`src/rtl/tmr_pkg.sv`:
```
// Shared types and register addresses for the up/down compare timer.
// Assumes a 3-bit source-select field and a 3-bit register address.
package tmr_pkg;
    localparam int CS_W  = 3;
    localparam int AW    = 3;
    localparam int NCH   = 2;
    localparam int NFLG  = NCH + 1;

    typedef enum logic [1:0] {
        MD_UP_MAX = 2'd0,
        MD_UP_CMP = 2'd1,
        MD_PWM_UP = 2'd2,
        MD_PWM_UD = 2'd3
    } tmr_mode_e;

    localparam logic [CS_W-1:0] CS_STOP = 3'd0;
    localparam logic [CS_W-1:0] CS_FALL = 3'd6;
    localparam logic [CS_W-1:0] CS_RISE = 3'd7;

    localparam logic [AW-1:0] RA_CTRL = 3'd0;
    localparam logic [AW-1:0] RA_CNT  = 3'd1;
    localparam logic [AW-1:0] RA_CMP0 = 3'd2;
    localparam logic [AW-1:0] RA_FLAG = 3'd4;
    localparam logic [AW-1:0] RA_MASK = 3'd5;
endpackage

```
`src/rtl/tmr_src_sel.sv`:
```
// Count-source selector: synchronises the external pin through two flops,
// detects its edges and picks one tick per cycle from the select code.
// Assumes NTAP prescaler taps occupy codes 1..NTAP.
module tmr_src_sel import tmr_pkg::*; #(
    parameter int NTAP = 5
) (
    input  logic            clk,
    input  logic            rst_n,
    input  logic [CS_W-1:0] cs,
    input  logic [NTAP-1:0] taps,
    input  logic            ext_pin,
    output logic            tick
);
    logic meta_q, sync_q, last_q;
    logic rise_w, fall_w;

    // Two-flop synchroniser plus a delayed copy for edge detection
    always_ff @(posedge clk) begin
        if (!rst_n) begin
            meta_q <= 1'b0;
            sync_q <= 1'b0;
            last_q <= 1'b0;
        end else begin
            meta_q <= ext_pin;
            sync_q <= meta_q;
            last_q <= sync_q;
        end
    end

    assign rise_w = sync_q & ~last_q;
    assign fall_w = ~sync_q & last_q;

    // Select the tick for the current source code
    always_comb begin
        tick = 1'b0;
        for (int k = 0; k < NTAP; k++) begin
            if (cs == CS_W'(k + 1)) tick = taps[k];
        end
        if (cs == CS_RISE) tick = rise_w;
        if (cs == CS_FALL) tick = fall_w;
    end


    rise_tick_chk: assert property (@(posedge clk) disable iff (!rst_n)
        (cs == CS_RISE && tick) |-> ($past(meta_q) && !$past(sync_q)));
endmodule

```
`src/rtl/tmr_count_unit.sv`:
```
// Bidirectional counter: sequences the count for the selected mode,
// reports TOP, and raises the overflow/bottom event on the qualifying tick.
// Assumes tick is already suppressed in a cycle with a CPU count load.
module tmr_count_unit import tmr_pkg::*; #(
    parameter int CW = 8
) (
    input  logic          clk,
    input  logic          rst_n,
    input  logic          tick,
    input  tmr_mode_e     mode,
    input  logic [CW-1:0] top,
    input  logic          ld,
    input  logic [CW-1:0] ld_val,
    output logic [CW-1:0] cnt,
    output logic          dir_dn,
    output logic          at_top,
    output logic          ovf_evt
);
    localparam logic [CW-1:0] MAXV = '1;
    localparam logic [CW-1:0] ONE  = CW'(1);

    logic [CW-1:0] cnt_nx;
    logic          dn_nx;
    logic          ud, wrap;

    assign ud      = (mode == MD_PWM_UD);
    assign at_top  = (cnt == top);
    assign wrap    = at_top || (cnt == MAXV);
    assign ovf_evt = tick && (ud ? (dir_dn && cnt == '0) : wrap);

    // Next count and direction for load, up-only or up/down sequencing
    always_comb begin
        cnt_nx = cnt;
        dn_nx  = ud ? dir_dn : 1'b0;
        if (ld) begin
            cnt_nx = ld_val;
        end else if (tick) begin
            if (!ud) begin
                cnt_nx = wrap ? '0 : cnt + ONE;
            end else if (!dir_dn) begin
                if (cnt >= top) begin
                    dn_nx  = 1'b1;
                    cnt_nx = (cnt == '0) ? '0 : cnt - ONE;
                end else begin
                    cnt_nx = cnt + ONE;
                end
            end else begin
                if (cnt == '0) begin
                    dn_nx  = 1'b0;
                    cnt_nx = (top == '0) ? '0 : ONE;
                end else begin
                    cnt_nx = cnt - ONE;
                end
            end
        end
    end

    // Count and direction registers
    always_ff @(posedge clk) begin
        if (!rst_n) begin
            cnt    <= '0;
            dir_dn <= 1'b0;
        end else begin
            cnt    <= cnt_nx;
            dir_dn <= dn_nx;
        end
    end


    hold_chk: assert property (@(posedge clk) disable iff (!rst_n)
        (!tick && !ld) |=> $stable(cnt));

    wrap_chk: assert property (@(posedge clk) disable iff (!rst_n)
        (tick && !ud && cnt == top) |=> (cnt == '0));

    bottom_turn_chk: assert property (@(posedge clk) disable iff (!rst_n)
        (tick && ud && dir_dn && cnt == '0) |=> !dir_dn);

    load_chk: assert property (@(posedge clk) disable iff (!rst_n)
        ld |=> (cnt == $past(ld_val)));
endmodule

```
`src/rtl/tmr_cmp_chan.sv`:
```
// One compare channel: CPU buffer, active compare value, match event and
// waveform pin. Assumes upd is a tick taken at TOP.
module tmr_cmp_chan import tmr_pkg::*; #(
    parameter int CW = 8
) (
    input  logic          clk,
    input  logic          rst_n,
    input  tmr_mode_e     mode,
    input  logic          wr,
    input  logic [CW-1:0] wdata,
    input  logic          tick,
    input  logic          upd,
    input  logic [CW-1:0] cnt,
    input  logic          dir_dn,
    input  logic          ovf_evt,
    output logic [CW-1:0] buf_q,
    output logic [CW-1:0] act_q,
    output logic          match_evt,
    output logic          wave
);
    logic pwm;

    assign pwm       = (mode == MD_PWM_UP) || (mode == MD_PWM_UD);
    assign match_evt = tick && (cnt == act_q);

    // Buffer takes every write; active follows the mode's update rule
    always_ff @(posedge clk) begin
        if (!rst_n) begin
            buf_q <= '0;
            act_q <= '0;
        end else begin
            if (wr) buf_q <= wdata;
            if (!pwm && wr)     act_q <= wdata;
            else if (pwm && upd) act_q <= buf_q;
        end
    end

    // Waveform pin update per mode
    always_ff @(posedge clk) begin
        if (!rst_n) begin
            wave <= 1'b0;
        end else begin
            unique case (mode)
                MD_UP_MAX, MD_UP_CMP: if (match_evt) wave <= ~wave;
                MD_PWM_UP: begin
                    if (ovf_evt)        wave <= 1'b1;
                    else if (match_evt) wave <= 1'b0;
                end
                MD_PWM_UD: if (match_evt) wave <= dir_dn;
                default: wave <= wave;
            endcase
        end
    end


    act_hold_pwm_chk: assert property (@(posedge clk) disable iff (!rst_n)
        (pwm && !upd) |=> $stable(act_q));

    act_hold_direct_chk: assert property (@(posedge clk) disable iff (!rst_n)
        (!pwm && !wr) |=> $stable(act_q));
endmodule

```
`src/rtl/tmr_flag_ctl.sv`:
```
// Flag register with write-one-to-clear and set priority, plus masking
// of each flag into its interrupt request.
module tmr_flag_ctl #(
    parameter int NF = 3
) (
    input  logic          clk,
    input  logic          rst_n,
    input  logic [NF-1:0] set_evt,
    input  logic          clr_en,
    input  logic [NF-1:0] clr_bits,
    input  logic [NF-1:0] mask,
    output logic [NF-1:0] flag,
    output logic [NF-1:0] irq
);
    for (genvar i = 0; i < NF; i++) begin : g_bit
        // Per-bit flag: set wins over a same-cycle clear
        always_ff @(posedge clk) begin
            if (!rst_n)                      flag[i] <= 1'b0;
            else if (set_evt[i])             flag[i] <= 1'b1;
            else if (clr_en && clr_bits[i])  flag[i] <= 1'b0;
        end

        assign irq[i] = flag[i] & mask[i];


        set_chk: assert property (@(posedge clk) disable iff (!rst_n)
            set_evt[i] |=> flag[i]);

        clear_chk: assert property (@(posedge clk) disable iff (!rst_n)
            (clr_en && clr_bits[i] && !set_evt[i]) |=> !flag[i]);
    end
endmodule

```
`src/rtl/tmr8_updown_cmp.sv`:
```
// Top of the up/down compare timer: register decode and read mux, source
// selection, counter, two compare channels and the flag block.
// Assumes a single-cycle write strobe and a combinational read port.
module tmr8_updown_cmp import tmr_pkg::*; #(
    parameter int CW   = 8,
    parameter int NTAP = 5
) (
    input  logic            clk,
    input  logic            rst_n,
    input  logic [NTAP-1:0] presc_tick,
    input  logic            ext_pin,
    input  logic            bus_wr,
    input  logic [AW-1:0]   bus_addr,
    input  logic [CW-1:0]   bus_wdata,
    output logic [CW-1:0]   bus_rdata,
    output logic            flag_ovf,
    output logic            flag_cmp_a,
    output logic            flag_cmp_b,
    output logic            irq_ovf,
    output logic            irq_cmp_a,
    output logic            irq_cmp_b,
    output logic            wave_a,
    output logic            wave_b
);
    logic [CS_W-1:0] cs_q;
    tmr_mode_e       mode_q;
    logic [NFLG-1:0] mask_q;
    logic [NFLG-1:0] flags, irqs;
    logic            raw_tick, tick, ld;
    logic [CW-1:0]   cnt, top;
    logic            dir_dn, at_top, ovf_evt;
    logic [CW-1:0]   buf_v [NCH];
    logic [CW-1:0]   act_v [NCH];
    logic [NCH-1:0]  match_v, wave_v;
    logic [CW-1:0]   wdata_unused;

    assign wdata_unused = bus_wdata;
    assign ld   = bus_wr && (bus_addr == RA_CNT);
    assign tick = raw_tick && !ld;
    assign top  = (mode_q == MD_UP_CMP || mode_q == MD_PWM_UD) ? act_v[0] : '1;

    // Control and mask registers
    always_ff @(posedge clk) begin
        if (!rst_n) begin
            cs_q   <= CS_STOP;
            mode_q <= MD_UP_MAX;
            mask_q <= '0;
        end else if (bus_wr) begin
            if (bus_addr == RA_CTRL) begin
                cs_q   <= bus_wdata[CS_W-1:0];
                mode_q <= tmr_mode_e'(bus_wdata[CS_W+1:CS_W]);
            end
            if (bus_addr == RA_MASK) mask_q <= bus_wdata[NFLG-1:0];
        end
    end

    // Register read multiplexer
    always_comb begin
        bus_rdata = '0;
        if (bus_addr == RA_CTRL)      bus_rdata = CW'({mode_q, cs_q});
        else if (bus_addr == RA_CNT)  bus_rdata = cnt;
        else if (bus_addr == RA_FLAG) bus_rdata = CW'(flags);
        else if (bus_addr == RA_MASK) bus_rdata = CW'(mask_q);
        for (int c = 0; c < NCH; c++) begin
            if (bus_addr == RA_CMP0 + AW'(c)) bus_rdata = buf_v[c];
        end
    end

    tmr_src_sel #(.NTAP(NTAP)) u_src (
        .clk(clk), .rst_n(rst_n), .cs(cs_q), .taps(presc_tick),
        .ext_pin(ext_pin), .tick(raw_tick)
    );

    tmr_count_unit #(.CW(CW)) u_cnt (
        .clk(clk), .rst_n(rst_n), .tick(tick), .mode(mode_q), .top(top),
        .ld(ld), .ld_val(bus_wdata), .cnt(cnt), .dir_dn(dir_dn),
        .at_top(at_top), .ovf_evt(ovf_evt)
    );

    for (genvar c = 0; c < NCH; c++) begin : g_chan
        tmr_cmp_chan #(.CW(CW)) u_chan (
            .clk(clk), .rst_n(rst_n), .mode(mode_q),
            .wr(bus_wr && bus_addr == RA_CMP0 + AW'(c)),
            .wdata(bus_wdata), .tick(tick), .upd(tick && at_top),
            .cnt(cnt), .dir_dn(dir_dn), .ovf_evt(ovf_evt),
            .buf_q(buf_v[c]), .act_q(act_v[c]),
            .match_evt(match_v[c]), .wave(wave_v[c])
        );
    end

    tmr_flag_ctl #(.NF(NFLG)) u_flag (
        .clk(clk), .rst_n(rst_n), .set_evt({match_v, ovf_evt}),
        .clr_en(bus_wr && bus_addr == RA_FLAG),
        .clr_bits(bus_wdata[NFLG-1:0]), .mask(mask_q),
        .flag(flags), .irq(irqs)
    );

    assign flag_ovf   = flags[0];
    assign flag_cmp_a = flags[1];
    assign flag_cmp_b = flags[2];
    assign irq_ovf    = irqs[0];
    assign irq_cmp_a  = irqs[1];
    assign irq_cmp_b  = irqs[2];
    assign wave_a     = wave_v[0];
    assign wave_b     = wave_v[1];


    reset_state_chk: assert property (@(posedge clk)
        !rst_n |=> (cnt == '0 && flags == '0 && !wave_a && !wave_b));
endmodule

```
`config.mk`:
```
export PLATFORM = sky130hd
export DESIGN_NAME = tmr8_updown_cmp
export DESIGN_NICKNAME = d
export VERILOG_FILES = /design/src/rtl/tmr_pkg.sv /design/src/rtl/tmr_src_sel.sv /design/src/rtl/tmr_count_unit.sv /design/src/rtl/tmr_cmp_chan.sv /design/src/rtl/tmr_flag_ctl.sv /design/src/rtl/tmr8_updown_cmp.sv
export SDC_FILE = /design/constraint.sdc
export NUM_CORES = 1
export LEC_CHECK = 0
export BUFFER_PORTS_ARGS = -buffer_cell sky130_fd_sc_hd__buf_4
export CAP_MARGIN = 10
export CORE_MARGIN = 5
export CORE_UTILIZATION = 60
export CTS_BUF_LIST = sky130_fd_sc_hd__clkbuf_16
export CTS_CLUSTER_DIAMETER = 50
export DETAILED_ROUTE_END_ITERATION = 8
export PLACE_DENSITY_LB_ADDON = 0.15
export RECOVER_POWER = 25
export SYNTH_ARGS = -nofsm -noshare
export SYNTH_HDL_FRONTEND = slang
export SYNTH_SLANG_ARGS = --single-unit
```
`constraint.sdc`:
```
create_clock -name clk -period 3.3 [get_ports clk]
set_clock_uncertainty 0.05 [all_clocks]
set_input_delay 0.33 -clock clk [delete_from_list [all_inputs] [get_ports clk]]
set_output_delay 0.33 -clock clk [all_outputs]
set_load 0.05 [all_outputs]
```
=== Word-level counts from Yosys, hierarchy flattened ===
Index checks and enable logic that the tools add are counted.

* Register bits: 57
* Bits of input ports: 20
* Output and inout bits: 16

* Muxes and demuxes: 51
* Bitwise operators: 9
* Equal/unequal tests: 25
* $add $sub $neg: 2
* Magnitude comparators: 1
* Reduce and logical (&&, ||, !) cells: 36

{| class="wikitable"
|+ Operators by type and width
! kind !! number
|-
| $mux W8 || 17
|-
| $mux W1 || 30
|-
| $eq A8 B8 Y1 || 3
|-
| $eq A3 B3 Y1 const B || 6
|-
| $logic_and A1 B1 Y1 || 16
|-
| $logic_not A8 Y1 || 2
|-
| $eq A3 B2 Y1 const B || 4
|-
| $reduce_bool A2 Y1 || 6
|-
| $add A8 B1 Y8 const B || 1
|-
| $eq A8 B8 Y1 const B || 1
|-
| $ge A8 B8 Y1 || 1
|-
| $ne A2 B1 Y1 const B || 4
|-
| $sub A8 B1 Y8 const B || 1
|-
| $eq A3 B1 Y1 const B || 2
|-
| $mux W3 || 2
|-
| $ne A3 B1 Y1 const B || 2
|-
| $pmux W1 S3 || 2
|-
| $reduce_and A3 Y1 || 2
|-
| $and A1 B1 Y1 || 5
|-
| $eq A2 B2 Y1 const B || 2
|-
| $not A1 Y1 || 4
|-
| $reduce_and A2 Y1 || 2
|-
| $logic_not A3 Y1 || 1
|-
| $logic_or A1 B1 Y1 || 3
|-
| 4 further kinds || 5
|}

=== Depth between registers and ports, before layout ===
* Word-level depth: 13
* Gate-level depth with buffers: 10
* Depth with buffers taken out: 8

=== Cells and area by module ===
A second synthesis with hierarchy kept.

* Cell total of the unflattened synthesis: 437
* Area, all modules: 3953.8 um2

{| class="wikitable"
|+ Modules (own cells, without submodules)
! module !! times used !! seq. area each (um2) !! area an instance (um2) !! cells each
|-
| tmr_cmp_chan || 2 || 340.3 || 875.8 || 82
|-
| tmr_count_unit || 1 || 180.2 || 1189.9 || 159
|-
| tmr8_updown_cmp || 1 || 160.2 || 740.7 || 84
|-
| tmr_src_sel || 1 || 60.1 || 147.6 || 15
|-
| tmr_flag_ctl || 1 || 60.1 || 123.9 || 15
|}

=== Worst setup path before layout ===
Ideal clock, no wire load.

* Path kind: reg2reg
* Start: reg u_cnt.cnt[0]
* End: reg u_cnt.cnt[5]
* Clock period less this slack: 2449 ps
* Cell stages (with the launch flop): 11
* Buffers on the path: 2
* Path slack: 851 ps
* Arrival time: 2308 ps
* Cells stage by stage: dfxtp_1 buf_2 inv_1 ha_1 nand2b_1 a2111oi_4 o31ai_4 and2_0 clkbuf_1 a22o_1 a311oi_1

* Cells in the longest elaborated chain, start to end: 7

{| class="wikitable"
|+ Ends and longest elaborated chain
! what !! RTL line !! RTL
|-
| start: declaration || tmr_count_unit.sv:14 || <nowiki>output logic [CW-1:0] cnt,</nowiki>
|-
| start signal: assignment || tmr_count_unit.sv:64 || <nowiki>cnt <= cnt_nx;</nowiki>
|-
| $sub A8 B1 Y8 / $logic_not A8 Y1 (equally long branches) || tmr_count_unit.sv:43, tmr_count_unit.sv:52, tmr_count_unit.sv:48 ||
|-
| $mux W8 || tmr_count_unit.sv:43 || <nowiki>cnt_nx = (cnt == '0) ? '0 : cnt - ONE;</nowiki>
|-
| $mux W8 || tmr_count_unit.sv:41 || <nowiki>if (cnt >= top) begin</nowiki>
|-
| $mux W8 || tmr_count_unit.sv:40 || <nowiki>end else if (!dir_dn) begin</nowiki>
|-
| $mux W8 (*) || tmr_count_unit.sv:38 || <nowiki>if (!ud) begin</nowiki>
|-
| $mux W8 (*) || tmr_count_unit.sv:37 || <nowiki>end else if (tick) begin</nowiki>
|-
| $mux W8 (*) || tmr_count_unit.sv:35 || <nowiki>if (ld) begin</nowiki>
|}

Every way passes the cells marked *; elsewhere a longest branch is shown, timed or not. The select of a mux whose other input is x is not followed.
A chain may end at the register's enable or synchronous reset.

==> results by group <==
Run status
  • Result of the run: finished, violations left
  • Violations in the final reports: max-capacitance violations, max-slew violations

Global route
  • Global routing usage on met3: 5.927%
  • Busiest layer in global routing: met2
  • Largest net degree at the start of global routing: 37
  • Remaining global-route overflow: 0
  • Met1 track demand over resource in global routing: 39.90%
  • Number of global-route vias before repair: 3,502
  • Aggregate global-route resource usage: 30.03%
  • Wire length of the first global-routing pass: 17,700 um
  • Number of antenna violations at the first check in global routing: 0
  • Global-route met2 utilization: 44.93%

Clocking
  • Setup bufs post-CTS: 0
  • Clock Tree Buf Depth: 2
  • Total clock sinks: 57
  • Skew-Pair Late Insertion Delay: 330 ps
  • Number of H-tree levels: 3
  • Clock-pin slew reported for the worst setup and hold paths after clock tree synthesis: 50 ps
  • CTS buffer count: 9
  • # hold bufs at CTS: 0
  • Root buf cell: sky130_fd_sc_hd__clkbuf_16
  • Number of gates resized after cts: 0
  • CTS tree: yes

STA
  • Clock period minus worst slack: 2763 ps
  • Portion of the clock cycle consumed by the worst path in the final layout: 83.73%
  • Achievable Freq: 0.3619 GHz
  • Setup repair after global routing missed its margin: false
  • Final TNS setup: 0 ps
  • Number of hold violations in the final report: 0
  • Final worst setup slack: 537.0 ps
  • Worst max-slew margin expressed relative to the limit: -19.07%
  • Worst hold margin: 167.7 ps
  • Slew at the pin closest to its max-slew limit: 1786 ps
  • Slew Limit Fails: 37
  • Total setup violations reported at the end of the flow: 0

Routing
  • Number of detailed-route iterations in the first pass: 5
  • Detailed-route DRC error count: 0
  • Average detailed-routed wire length per instance: 19.39 um
  • Iteration-0 DRC Markers: 406
  • Number of vias per cell: 6.399
  • Number of routed nets with antenna violations: 0
  • Post-detailed-routing wire length: 10,700 um
  • Number of vias after detailed routing: 3,532

Synthesis
  • Synth warn: 0
  • Most area-hungry cell type in the Yosys netlist: sky130_fd_sc_hd__dfxtp_1
  • Number of synthesized flops with an enable pin: 0
  • Share of Yosys cell area claimed by the top area cell type: 31.40%
  • Post-Syn Nets: 487
  • Proportion of synthesized chip area in sequential cells: 31.40%
  • Distinct cells, synth: 59
  • Post-Synthesis Cells: 457
  • Leading post-synthesis cells by cell area: sky130_fd_sc_hd__dfxtp_1 (31%), sky130_fd_sc_hd__nand2_1 (7.3%), sky130_fd_sc_hd__mux2i_1 (6.1%)
  • FFs w/ async S/R, synth: 0%
  • Area of the mapped netlist: 3633 um^2
  • Synthesized area divided by synthesized cell count: 7.951 um^2
  • FF+latch count, synth: 57
  • Most used DFF post-synth: sky130_fd_sc_hd__dfxtp_1

Setup path
  • Length in cells of the worst reg-to-reg path: 8
  • CP Max Fanout: 36
  • Type of the setup path with the least slack: primary input to register
  • Most common cell type on the critical path: sky130_fd_sc_hd__clkbuf_1
  • Crit path buffers/inverters: 3
  • Worst path max stage delay: 890 ps
  • Cell breakdown of the critical path: clkbuf_1 > clkinv_1 > clkbuf_1 > or4_1 > nand3_1
  • Kind of cell adding the most delay to the critical path: buffers and inverters
  • Cell type of the slowest stage on the worst timing path: sky130_fd_sc_hd__clkbuf_1
  • CP startpoint kind: primary input
  • CP Capture Type: register
  • Path length in cells of the critical path: 5
  • Arrival time of data at the critical path endpoint: 2970 ps
  • Required time of the critical path: 3510 ps

Worst hold path
  • Hold Path Depth: 2
  • Class of the tightest hold or removal check: primary input to register

Power
  • Largest voltage drop on the vdd net: 329.3 uV
  • Power density cells: 484.4 nW/um^2
  • Post-route total power: 2.018 mW
  • Leakage power total: 1.682 nW

Final layout
  • Design Area, Final: 4165 um^2
  • Area of the multi-input gates: 2298 um^2
  • Layout Area Growth over Synthesis: 14.63%
  • Filler cell count: 477
  • Post-layout util: 70.35%
  • Layout cell share with drive strength beyond 1: 13.00%
  • Sequential cell area in the final layout: 1141 um^2
  • Net count reported at finish: 502
  • Non-filler instance count after layout: 552
  • Antenna diode instance count: 0

Placement
  • Worst slack at placement: 592.4 ps
  • Post-placement cell area: 3856 um^2
  • Buffers on Ports: 35
  • Cell count after placement: 536
  • GP Congestion: 0.8942
  • Detailed Place HPWL: 7354 um

Floorplan
  • Number of top-level pins: 36
  • Vert. Die Dim: 87.82 um
  • DIE AREA: 7712 um^2
  • Cell Rows: 28
  • Starting density of the core: 61.37%
  • Core area: 5921 um^2
  • Width of the die: 87.82 um

Run
  • Maximum capacitance violations: 1
==> cells by family (layout without fill, tap and decap cells) <==
| group | after synthesis | after routing | synth area share, % |
|---|---|---|---|
| flip-flops | 57 | 57 | 31.40 |
| buffers and inverters | 44 | 64 | 5.337 |
| XOR/XNOR | 21 | 21 | 5.062 |
| AO/OA/AOI/OAI | 105 | 105 | 18.80 |
| multiplexers | 31 | 31 | 10.71 |
| AND/OR/NAND/NOR | 189 | 189 | 25.24 |
| adder cells (fa/ha/maj) | 10 | 10 | 3.444 |
==> flip-flops by register name, summed over array words and instances (netlist names) <==
register,flops
g_chan.u_chan.act_q,16
u_src.sync_q,1
u_cnt.cnt,8
u_src.last_q,1
u_src.meta_q,1
g_chan.u_chan.buf_q,16
u_cnt.dir_dn,1
mode_q,2
cs_q,3
u_flag.flag,3
g_chan.u_chan.wave,2
mask_q,3
==> power breakdown <==
group | total [mW] | switching (mW) | internal, mW | leakage (nW)
Combinational | 0.223 | 0.135 | 0.0880 | 1.05
Sequential | 0.737 | 0.0285 | 0.709 | 0.462
Clock | 1.06 | 0.327 | 0.730 | 0.166
Total | 2.02 | 0.491 | 1.53 | 1.68
==> cell usage after synthesis (2+ instances only) <==
| master | count |
|---|---|
| sky130_fd_sc_hd__clkbuf_1 | 20 |
| sky130_fd_sc_hd__nor3_1 | 12 |
| sky130_fd_sc_hd__o211ai_1 | 2 |
| sky130_fd_sc_hd__a22oi_1 | 7 |
| sky130_fd_sc_hd__buf_6 | 2 |
| sky130_fd_sc_hd__o31ai_1 | 2 |
| sky130_fd_sc_hd__mux2i_1 | 22 |
| sky130_fd_sc_hd__o22ai_1 | 4 |
| sky130_fd_sc_hd__mux2_2 | 2 |
| sky130_fd_sc_hd__o21ai_0 | 22 |
| sky130_fd_sc_hd__o311a_1 | 2 |
| sky130_fd_sc_hd__o21a_1 | 3 |
| sky130_fd_sc_hd__nor2b_1 | 15 |
| sky130_fd_sc_hd__nor4_1 | 6 |
| sky130_fd_sc_hd__or4_1 | 2 |
| sky130_fd_sc_hd__dfxtp_1 | 57 |
| sky130_fd_sc_hd__mux4_2 | 6 |
| sky130_fd_sc_hd__o221ai_1 | 2 |
| sky130_fd_sc_hd__a211oi_1 | 4 |
| sky130_fd_sc_hd__ha_1 | 10 |
| sky130_fd_sc_hd__a21oi_1 | 36 |
| sky130_fd_sc_hd__inv_1 | 9 |
| sky130_fd_sc_hd__and2_1 | 8 |
| sky130_fd_sc_hd__nand4_1 | 5 |
| sky130_fd_sc_hd__nand3_1 | 11 |
| sky130_fd_sc_hd__or2_2 | 3 |
| sky130_fd_sc_hd__buf_1 | 3 |
| sky130_fd_sc_hd__buf_2 | 7 |
| sky130_fd_sc_hd__xnor2_1 | 2 |
| sky130_fd_sc_hd__nand2_1 | 71 |
| sky130_fd_sc_hd__and3_1 | 3 |
| sky130_fd_sc_hd__nor2_1 | 35 |
| sky130_fd_sc_hd__nand2b_1 | 9 |
| sky130_fd_sc_hd__a31oi_1 | 10 |
| sky130_fd_sc_hd__xor2_1 | 19 |
==> final timing paths <==
path | slack (ps) | start | endpoint
worst max-delay path | 540 | rst_n | u_cnt.cnt[2]
worst min-delay path | 170 | ext_pin | u_src.meta_q
worst max register to register | 550 | u_cnt.cnt[0] | u_cnt.cnt[5]
worst min register to register | 370 | u_src.meta_q | u_src.sync_q
==> placed cells by master, fill, tap and decap left out, types with 5 or more instances in the layout <==
master	netlist	routed
sky130_fd_sc_hd__a31oi_1	10	10
sky130_fd_sc_hd__a21oi_1	36	36
sky130_fd_sc_hd__nand4_1	5	5
sky130_fd_sc_hd__nor3_1	12	12
sky130_fd_sc_hd__nand3_1	11	11
sky130_fd_sc_hd__and2_1	8	6
sky130_fd_sc_hd__clkbuf_16	0	9
sky130_fd_sc_hd__xor2_1	19	19
sky130_fd_sc_hd__mux2i_1	22	22
sky130_fd_sc_hd__mux4_2	6	6
sky130_fd_sc_hd__ha_1	10	10
sky130_fd_sc_hd__nor2b_1	15	15
sky130_fd_sc_hd__nor4_1	6	6
sky130_fd_sc_hd__nand2_1	71	71
sky130_fd_sc_hd__o21ai_0	22	22
sky130_fd_sc_hd__buf_4	1	31
sky130_fd_sc_hd__clkbuf_1	20	7
sky130_fd_sc_hd__dfxtp_1	57	57
sky130_fd_sc_hd__inv_1	9	10
sky130_fd_sc_hd__nor2_1	35	35
sky130_fd_sc_hd__nand2b_1	9	9
sky130_fd_sc_hd__a22oi_1	7	7
==> layout make-up <==
type	count	area share, %
well taps	75	2.253
clock inverters	7	2.643
clock buffers	9	5.407
inverters	10	0.9012
repair buffers	38	6.218
flip-flops and latches	57	27.40
multi-input cells	356	55.18
==> metal layers <==
metal | vias up | wire [um]
met5 | - | 0
met1 | 1661 | 4583
met2 | 182 | 4849
li1 | 1652 | -
met4 | 0 | 442
met3 | 37 | 829
Power figures use the tool's default switching activity.
